--- config.mk ---
export PLATFORM = sky130hd
export DESIGN_NAME = avc_err_capture
export DESIGN_NICKNAME = d
export VERILOG_FILES = /design/src/rtl/avc_err_pkg.sv /design/src/rtl/avc_err_slot.sv /design/src/rtl/avc_err_readout.sv /design/src/rtl/avc_err_capture.sv
export SDC_FILE = /design/constraint.sdc
export NUM_CORES = 1
export LEC_CHECK = 0
export ABC_AREA = 1
export BUFFER_PORTS_ARGS = -buffer_cell sky130_fd_sc_hd__buf_2
export CORE_UTILIZATION = 24
export CTS_CLUSTER_DIAMETER = 60
export DETAILED_ROUTE_END_ITERATION = 8
export RECOVER_POWER = 50
export SKIP_LAST_GASP = 1
export SYNTH_ARGS = -nofsm -noshare
export SYNTH_HDL_FRONTEND = slang
export SYNTH_SLANG_ARGS = --single-unit
--- constraint.sdc ---
create_clock -name clk -period 4.1 [get_ports clk]
set_input_delay 0.205 -clock clk [delete_from_list [all_inputs] [get_ports clk]]
set_output_delay 0.205 -clock clk [all_outputs]
set_load 0.02 [all_outputs]
--- src/rtl/avc_err_pkg.sv ---
package avc_err_pkg;
  typedef enum logic [1:0] {
    HIT_NONE    = 2'd0,
    HIT_SINGLE  = 2'd1,
    HIT_OVERLAP = 2'd2
  } hit_class_e;

  localparam int DET_HIT_LSB    = 0;
  localparam int DET_WR_BIT     = 2;
  localparam int DET_ATTR_LSB   = 3;
  localparam int DET_MASTER_LSB = 8;
  localparam int DET_PID_LSB    = 16;
  localparam int DET_FLAG_BIT   = 31;
  localparam int PID_BITS       = 8;

  function automatic logic [1:0] attr_code(input logic user, input logic instr);
    return {~user, ~instr};
  endfunction
endpackage

--- src/rtl/avc_err_slot.sv ---
module avc_err_slot import avc_err_pkg::*; #(
  parameter int AW = 32,
  parameter int MW = 4,
  parameter bit HAS_PID = 1'b1
) (
  input  logic                clk,
  input  logic                rst_n,
  input  logic                deny,
  input  logic                clr,
  input  logic [MW-1:0]       in_master,
  input  logic [AW-1:0]       in_addr,
  input  logic                in_write,
  input  logic                in_instr,
  input  logic                in_user,
  input  logic [PID_BITS-1:0] in_pid,
  input  logic [1:0]          in_hit,
  output logic                flag,
  output logic [AW-1:0]       cap_addr,
  output logic [MW-1:0]       cap_master,
  output logic                cap_write,
  output logic [1:0]          cap_attr,
  output logic [PID_BITS-1:0] cap_pid,
  output logic [1:0]          cap_hit
);
  logic take;
  assign take = deny && (!flag || clr);

  always_ff @(posedge clk or negedge rst_n) begin
    if (!rst_n) begin
      flag       <= 1'b0;
      cap_addr   <= '0;
      cap_master <= '0;
      cap_write  <= 1'b0;
      cap_attr   <= 2'd0;
      cap_hit    <= 2'd0;
    end else begin
      if (take) begin
        flag       <= 1'b1;
        cap_addr   <= in_addr;
        cap_master <= in_master;
        cap_write  <= in_write;
        cap_attr   <= attr_code(in_user, in_instr);
        cap_hit    <= in_hit;
      end else if (clr) begin
        flag <= 1'b0;
      end
    end
  end

  generate
    if (HAS_PID) begin : g_pid
      always_ff @(posedge clk or negedge rst_n) begin
        if (!rst_n)    cap_pid <= '0;
        else if (take) cap_pid <= in_pid;
      end
    end else begin : g_nopid
      assign cap_pid = '0;
    end
  endgenerate


  first_err_sets_flag_chk: assert property (@(posedge clk) disable iff (!rst_n)
    (deny && !flag) |=> flag);

  sticky_hold_chk: assert property (@(posedge clk) disable iff (!rst_n)
    (flag && deny && !clr) |=> (flag && $stable(cap_addr) && $stable(cap_master)
                                && $stable(cap_hit) && $stable(cap_attr) && $stable(cap_write)));

  clear_drops_flag_chk: assert property (@(posedge clk) disable iff (!rst_n)
    (clr && !deny) |=> !flag);

  clear_with_deny_chk: assert property (@(posedge clk) disable iff (!rst_n)
    (clr && deny) |=> (flag && cap_addr == $past(in_addr)));
endmodule

--- src/rtl/avc_err_readout.sv ---
module avc_err_readout import avc_err_pkg::*; #(
  parameter int NPORTS = 8,
  parameter int AW = 32,
  parameter int MW = 4,
  parameter int PSW = 3,
  parameter int RDW = 32
) (
  input  logic                       clk,
  input  logic                       rst_n,
  input  logic                       rd_req,
  input  logic [PSW-1:0]             rd_port,
  input  logic                       rd_sel,
  input  logic [NPORTS-1:0]          flags,
  input  logic [NPORTS*AW-1:0]       addrs,
  input  logic [NPORTS*MW-1:0]       masters,
  input  logic [NPORTS-1:0]          writes,
  input  logic [NPORTS*2-1:0]        attrs,
  input  logic [NPORTS*PID_BITS-1:0] pids,
  input  logic [NPORTS*2-1:0]        hits,
  output logic                       rd_valid,
  output logic [RDW-1:0]             rd_data
);
  logic [RDW-1:0] word_d;
  logic [RDW-1:0] detail [NPORTS];

  for (genvar i = 0; i < NPORTS; i++) begin : g_det
    always_comb begin
      detail[i] = '0;
      detail[i][DET_HIT_LSB +: 2]        = hits[i*2 +: 2];
      detail[i][DET_WR_BIT]              = writes[i];
      detail[i][DET_ATTR_LSB +: 2]       = attrs[i*2 +: 2];
      detail[i][DET_MASTER_LSB +: MW]    = masters[i*MW +: MW];
      detail[i][DET_PID_LSB +: PID_BITS] = pids[i*PID_BITS +: PID_BITS];
      detail[i][DET_FLAG_BIT]            = flags[i];
    end
  end

  always_comb begin
    word_d = '0;
    for (int i = 0; i < NPORTS; i++) begin
      if (rd_port == PSW'(i)) begin
        if (rd_sel) word_d = detail[i];
        else        word_d = RDW'(addrs[i*AW +: AW]);
      end
    end
  end

  always_ff @(posedge clk or negedge rst_n) begin
    if (!rst_n) begin
      rd_valid <= 1'b0;
      rd_data  <= '0;
    end else begin
      rd_valid <= rd_req;
      if (rd_req) rd_data <= word_d;
    end
  end


  read_latency_chk: assert property (@(posedge clk) disable iff (!rst_n)
    rd_req |=> rd_valid);

  no_spurious_valid_chk: assert property (@(posedge clk) disable iff (!rst_n)
    !rd_req |=> !rd_valid);

  out_of_range_zero_chk: assert property (@(posedge clk) disable iff (!rst_n)
    (rd_req && (32'(rd_port) >= NPORTS)) |=> (rd_data == '0));
endmodule

--- src/rtl/avc_err_capture.sv ---
module avc_err_capture import avc_err_pkg::*; #(
  parameter int NPORTS = 8,
  parameter int AW = 32,
  parameter int MW = 4,
  parameter bit HAS_PID = 1'b1,
  localparam int PSW = (NPORTS > 1) ? $clog2(NPORTS) : 1,
  localparam int RDW = (AW > 32) ? AW : 32
) (
  input  logic                       clk,
  input  logic                       rst_n,
  input  logic [NPORTS-1:0]          deny_vld,
  input  logic [NPORTS*MW-1:0]       deny_master,
  input  logic [NPORTS*AW-1:0]       deny_addr,
  input  logic [NPORTS-1:0]          deny_write,
  input  logic [NPORTS-1:0]          deny_instr,
  input  logic [NPORTS-1:0]          deny_user,
  input  logic [NPORTS*PID_BITS-1:0] deny_pid,
  input  logic [NPORTS*2-1:0]        deny_hit,
  input  logic                       clr_wr,
  input  logic [NPORTS-1:0]          clr_mask,
  input  logic                       rd_req,
  input  logic [PSW-1:0]             rd_port,
  input  logic                       rd_sel,
  output logic                       rd_valid,
  output logic [RDW-1:0]             rd_data,
  output logic [NPORTS-1:0]          err_flags
);
  logic [NPORTS*AW-1:0]       s_addr;
  logic [NPORTS*MW-1:0]       s_master;
  logic [NPORTS-1:0]          s_write;
  logic [NPORTS*2-1:0]        s_attr;
  logic [NPORTS*PID_BITS-1:0] s_pid;
  logic [NPORTS*2-1:0]        s_hit;
  logic [NPORTS-1:0]          s_clr;

  assign s_clr = clr_wr ? clr_mask : '0;

  for (genvar p = 0; p < NPORTS; p++) begin : g_port
    avc_err_slot #(.AW(AW), .MW(MW), .HAS_PID(HAS_PID)) u_slot (
      .clk        (clk),
      .rst_n      (rst_n),
      .deny       (deny_vld[p]),
      .clr        (s_clr[p]),
      .in_master  (deny_master[p*MW +: MW]),
      .in_addr    (deny_addr[p*AW +: AW]),
      .in_write   (deny_write[p]),
      .in_instr   (deny_instr[p]),
      .in_user    (deny_user[p]),
      .in_pid     (deny_pid[p*PID_BITS +: PID_BITS]),
      .in_hit     (deny_hit[p*2 +: 2]),
      .flag       (err_flags[p]),
      .cap_addr   (s_addr[p*AW +: AW]),
      .cap_master (s_master[p*MW +: MW]),
      .cap_write  (s_write[p]),
      .cap_attr   (s_attr[p*2 +: 2]),
      .cap_pid    (s_pid[p*PID_BITS +: PID_BITS]),
      .cap_hit    (s_hit[p*2 +: 2])
    );
  end

  avc_err_readout #(.NPORTS(NPORTS), .AW(AW), .MW(MW), .PSW(PSW), .RDW(RDW)) u_readout (
    .clk      (clk),
    .rst_n    (rst_n),
    .rd_req   (rd_req),
    .rd_port  (rd_port),
    .rd_sel   (rd_sel),
    .flags    (err_flags),
    .addrs    (s_addr),
    .masters  (s_master),
    .writes   (s_write),
    .attrs    (s_attr),
    .pids     (s_pid),
    .hits     (s_hit),
    .rd_valid (rd_valid),
    .rd_data  (rd_data)
  );


  unmasked_keep_chk: assert property (@(posedge clk) disable iff (!rst_n)
    (clr_wr && (err_flags & ~clr_mask) != '0) |=> ((err_flags & $past(err_flags & ~clr_mask)) == $past(err_flags & ~clr_mask)));
endmodule

==> flow_metrics.py <==
metrics = {
    "sta": {
        "worst_slack_ns": 1.60,
        "tightest_slew_ns": 2.47,
        "clock-skew-final_ns": 0.0333,
        "fin_setup_tns_ns": 0,
        "rsz0062_at_grt": "false",
        "setup_viol": 0,
        "finalMaxSlewViolations": 81,
        "period_share_pct": 61.0,
        "finalHoldViolations": 0,
        "max_freq_ghz": 0.400,
        "slew_headroom_pct": -64.4,
        "fin_crit_ns": 2.50,
    },
    "place": {
        "place.gp.congestion": 0.850,
        "dp_hpwl_microns": 54000,
        "io_buffers": 456,
        "dpl.cell_count": 3381,
        "dp_slack_ns": 1.54,
    },
    "clocking": {
        "postCtsSetupBuffers": 0,
        "cts_tree": "done",
        "path_clk_slew_ns": 0.06,
        "cts_sinks": 433,
        "cts_made_buffers": 58,
        "clockBufferDepth": 3,
        "clock-root-buffer": "clkbuf_16",
        "worstSkewPairLatency_ns": 0.62,
        "htree_levels": 2,
    },
    "route": {
        "drcViolationCount": 0,
        "dr.first_iter.drc_count": 972,
        "drtAntennaViolNets": 0,
        "first_pass_iters": 7,
        "post_drt_wl_per_cell_microns": 20.1,
        "num_vias": 17400,
        "drt_wl_total_microns": 78400,
        "viasPerCell": 4.45,
    },
    "grt": {
        "grt_usage_pct": 18.4,
        "grt-ovfl-total": 0,
        "grt_pass1_wl_microns": 114000,
        "grt_pass1_vias": 18100,
        "antenna_found_initial": 8,
        "grt_max_degree": 86,
    },
    "yosys": {
        "yosysTopAreaCell": "dfrtp_1",
        "ys_warn_count": 0,
        "synth_area_per_cell_sq_um": 10.0,
        "synth-seq-cells": 433,
        "synth_edf_count": 0,
        "synthesis.area_sq_mm": 0.0197,
        "synth_most_common_cell": "nand2_1",
        "ys_types": 26,
        "synth_ff_type": "dfrtp_1",
        "synth_common_cells": "491 x nand2_1, 433 x dfrtp_1, 306 x mux2_2, 157 x nor2_1, 131 x a21oi_1",
        "async_flop_share_pct": 100,
        "syn_inst": 1963,
        "syn-num-nets": 2379,
        "synth_top_area_share_pct": 54.9,
        "ys_seq_area_share_pct": 54.9,
        "synth_area_leaders": "dfrtp_1 55%, mux2_2 17%, nand2_1 9.3%, a21oi_1 3.3%, nor2_1 3.0%",
    },
    "critical_path": {
        "r2r_cells": 4,
        "r2r-end": "g_port[1].u_slot.cap_addr[12]$_DFFE_PN0P_",
        "cp.required_ns": 4.57,
        "worstSetupPathType": "flop to flop",
        "cp-end-kind": "flop",
        "rr_startpoint": "g_port[1].u_slot.flag$_DFFE_PN0P_",
        "setup.worst_path.start_class": "flop",
        "r2r_slack_ns": 1.60,
        "cp.arrival_ns": 2.97,
        "crit_path_max_fanout": 33,
    },
    "power_and_ir_drop": {
        "p_per_area_mw_per_mm2": 476,
        "p_leak_nw": 13.5,
        "irDropWorstVdd_uv": 287,
    },
    "floorplanning": {
        "die_x_microns": 289,
        "io_pins": 457,
        "die_h_microns": 289,
        "std_cell_rows": 104,
        "core_region_area_sq_mm": 0.0809,
        "die_area_sq_mm": 0.0833,
        "start_util_pct": 24.4,
    },
    "job": {
        "max_cap_viol_count": 1,
    },
    "worst_hold_path": {
        "whs_path_depth": 4,
        "min_to": "g_port[4].u_slot.flag$_DFFE_PN0P_",
        "worstHoldStart": "clr_mask[4]",
        "min_path_type": "input pin to flop",
    },
    "finish": {
        "drive_above_1_share_pct": 32.5,
        "fin_cells": 3899,
        "area_delta_synth_final_pct": 46.9,
        "num-nets-final": 3198,
    },
    "outcome": {
        "status": "finished, violations left",
        "violations": "max-capacitance violations, max-slew violations",
    },
}
repair_timing:
action / 4_1_cts / 5_1_grt
hold buffers: 401 / 0
gates resized for setup: 0 / 0
endpoints found under the hold margin: 480 / 0
worst max-delay path: stages (launching register included):
cell,delay (ns)
dfrtp_1,0.37
nand2_1,0.08
nand2_1,0.93
buf_4,0.56
mux2_2,0.40
logic make-up after synthesis:
family,share of synthesized area [%]
simple gates,16.5
flops,54.9
compound gates,6.09
mux,17.5
buf+inv,4.99
registers in the layout, summed over array words and instances, names as in the netlist:
signal	flops
g_port.u_slot.cap_addr	256
g_port.u_slot.cap_attr	16
g_port.u_slot.cap_hit	16
g_port.u_slot.cap_master	32
g_port.u_slot.cap_pid	64
g_port.u_slot.cap_write	8
g_port.u_slot.flag	8
u_readout.rd_data	32
u_readout.rd_valid	1
through the flow:
step	area, sq um	power (mW)	utilization [%]	hold WS, ns
2_1_floorplan	19700	7.34	-	-0.0906
3_3_place_gp	23000	8.35	28.4	0.280
3_5_place_dp	23000	8.41	28.4	0.284
4_1_cts	29000	14.0	35.8	0.0664
5_1_grt	29000	14.5	35.8	0.0970
6_report	29000	13.8	35.8	0.0821
routing by layer:
metal	track usage [%]	routed length [microns]
met2	32.1	39100
met1	22.7	32400
met3	2.96	4030
met5	0	42
met4	6.84	2780
layout make-up:
type	instances	area, sq um
Fill cell	8045	52000
Antenna cell	8	20.0
Sequential cell	433	10800
Timing Repair Buffer	885	6560
Clock inverter	30	319
Clock buffer	79	1660
Multi-Input combinational cell	1315	7930
Inverter	89	337
Tap cell	1060	1330
report_power, final:
| part | internal [mW] | total [mW] | switching [mW] |
|---|---|---|---|
| combinational | 1.41 | 2.86 | 1.45 |
| clock | 3.06 | 5.16 | 2.10 |
| sequential | 5.26 | 5.77 | 0.505 |
| total | 9.73 | 13.8 | 4.05 |
cells in the final DEF, fill, tap and decap left out, drive strengths merged, types with 8 or more instances in the layout:
cell type    netlist  layout
clkinv             1      13
a211oi            11      11
o211ai            18      18
nor2             160     160
inv               88      99
o21ai             43      43
clkbuf            28      95
nand4             20      20
or2               30      30
dlygate4sd3        0     401
a21oi            131     131
nand3             80      80
dfrtp            433     433
mux2             306     306
a31oi             18      18
diode              0       8
buf               98     468
nand2            491     491
worst max path at each step:
stage	to	startpoint	slack, ns	cells past startpoint
global placement	u_readout.rd_data[29]$_DFFE_PN0P_	rd_sel	1.52	8
global route	g_port[0].u_slot.cap_pid[2]$_DFFE_PN0P_	rst_n	1.16	3
CTS	g_port[2].u_slot.cap_pid[5]$_DFFE_PN0P_	g_port[2].u_slot.flag$_DFFE_PN0P_	1.96	4
finish	g_port[1].u_slot.cap_addr[12]$_DFFE_PN0P_	g_port[1].u_slot.flag$_DFFE_PN0P_	1.60	4
floorplan	g_port[3].u_slot.cap_addr[11]$_DFFE_PN0P_	clr_wr	2.72	7
detailed placement	u_readout.rd_data[14]$_DFFE_PN0P_	rd_sel	1.54	8
No activity file was read; power rests on OpenSTA's default activity.
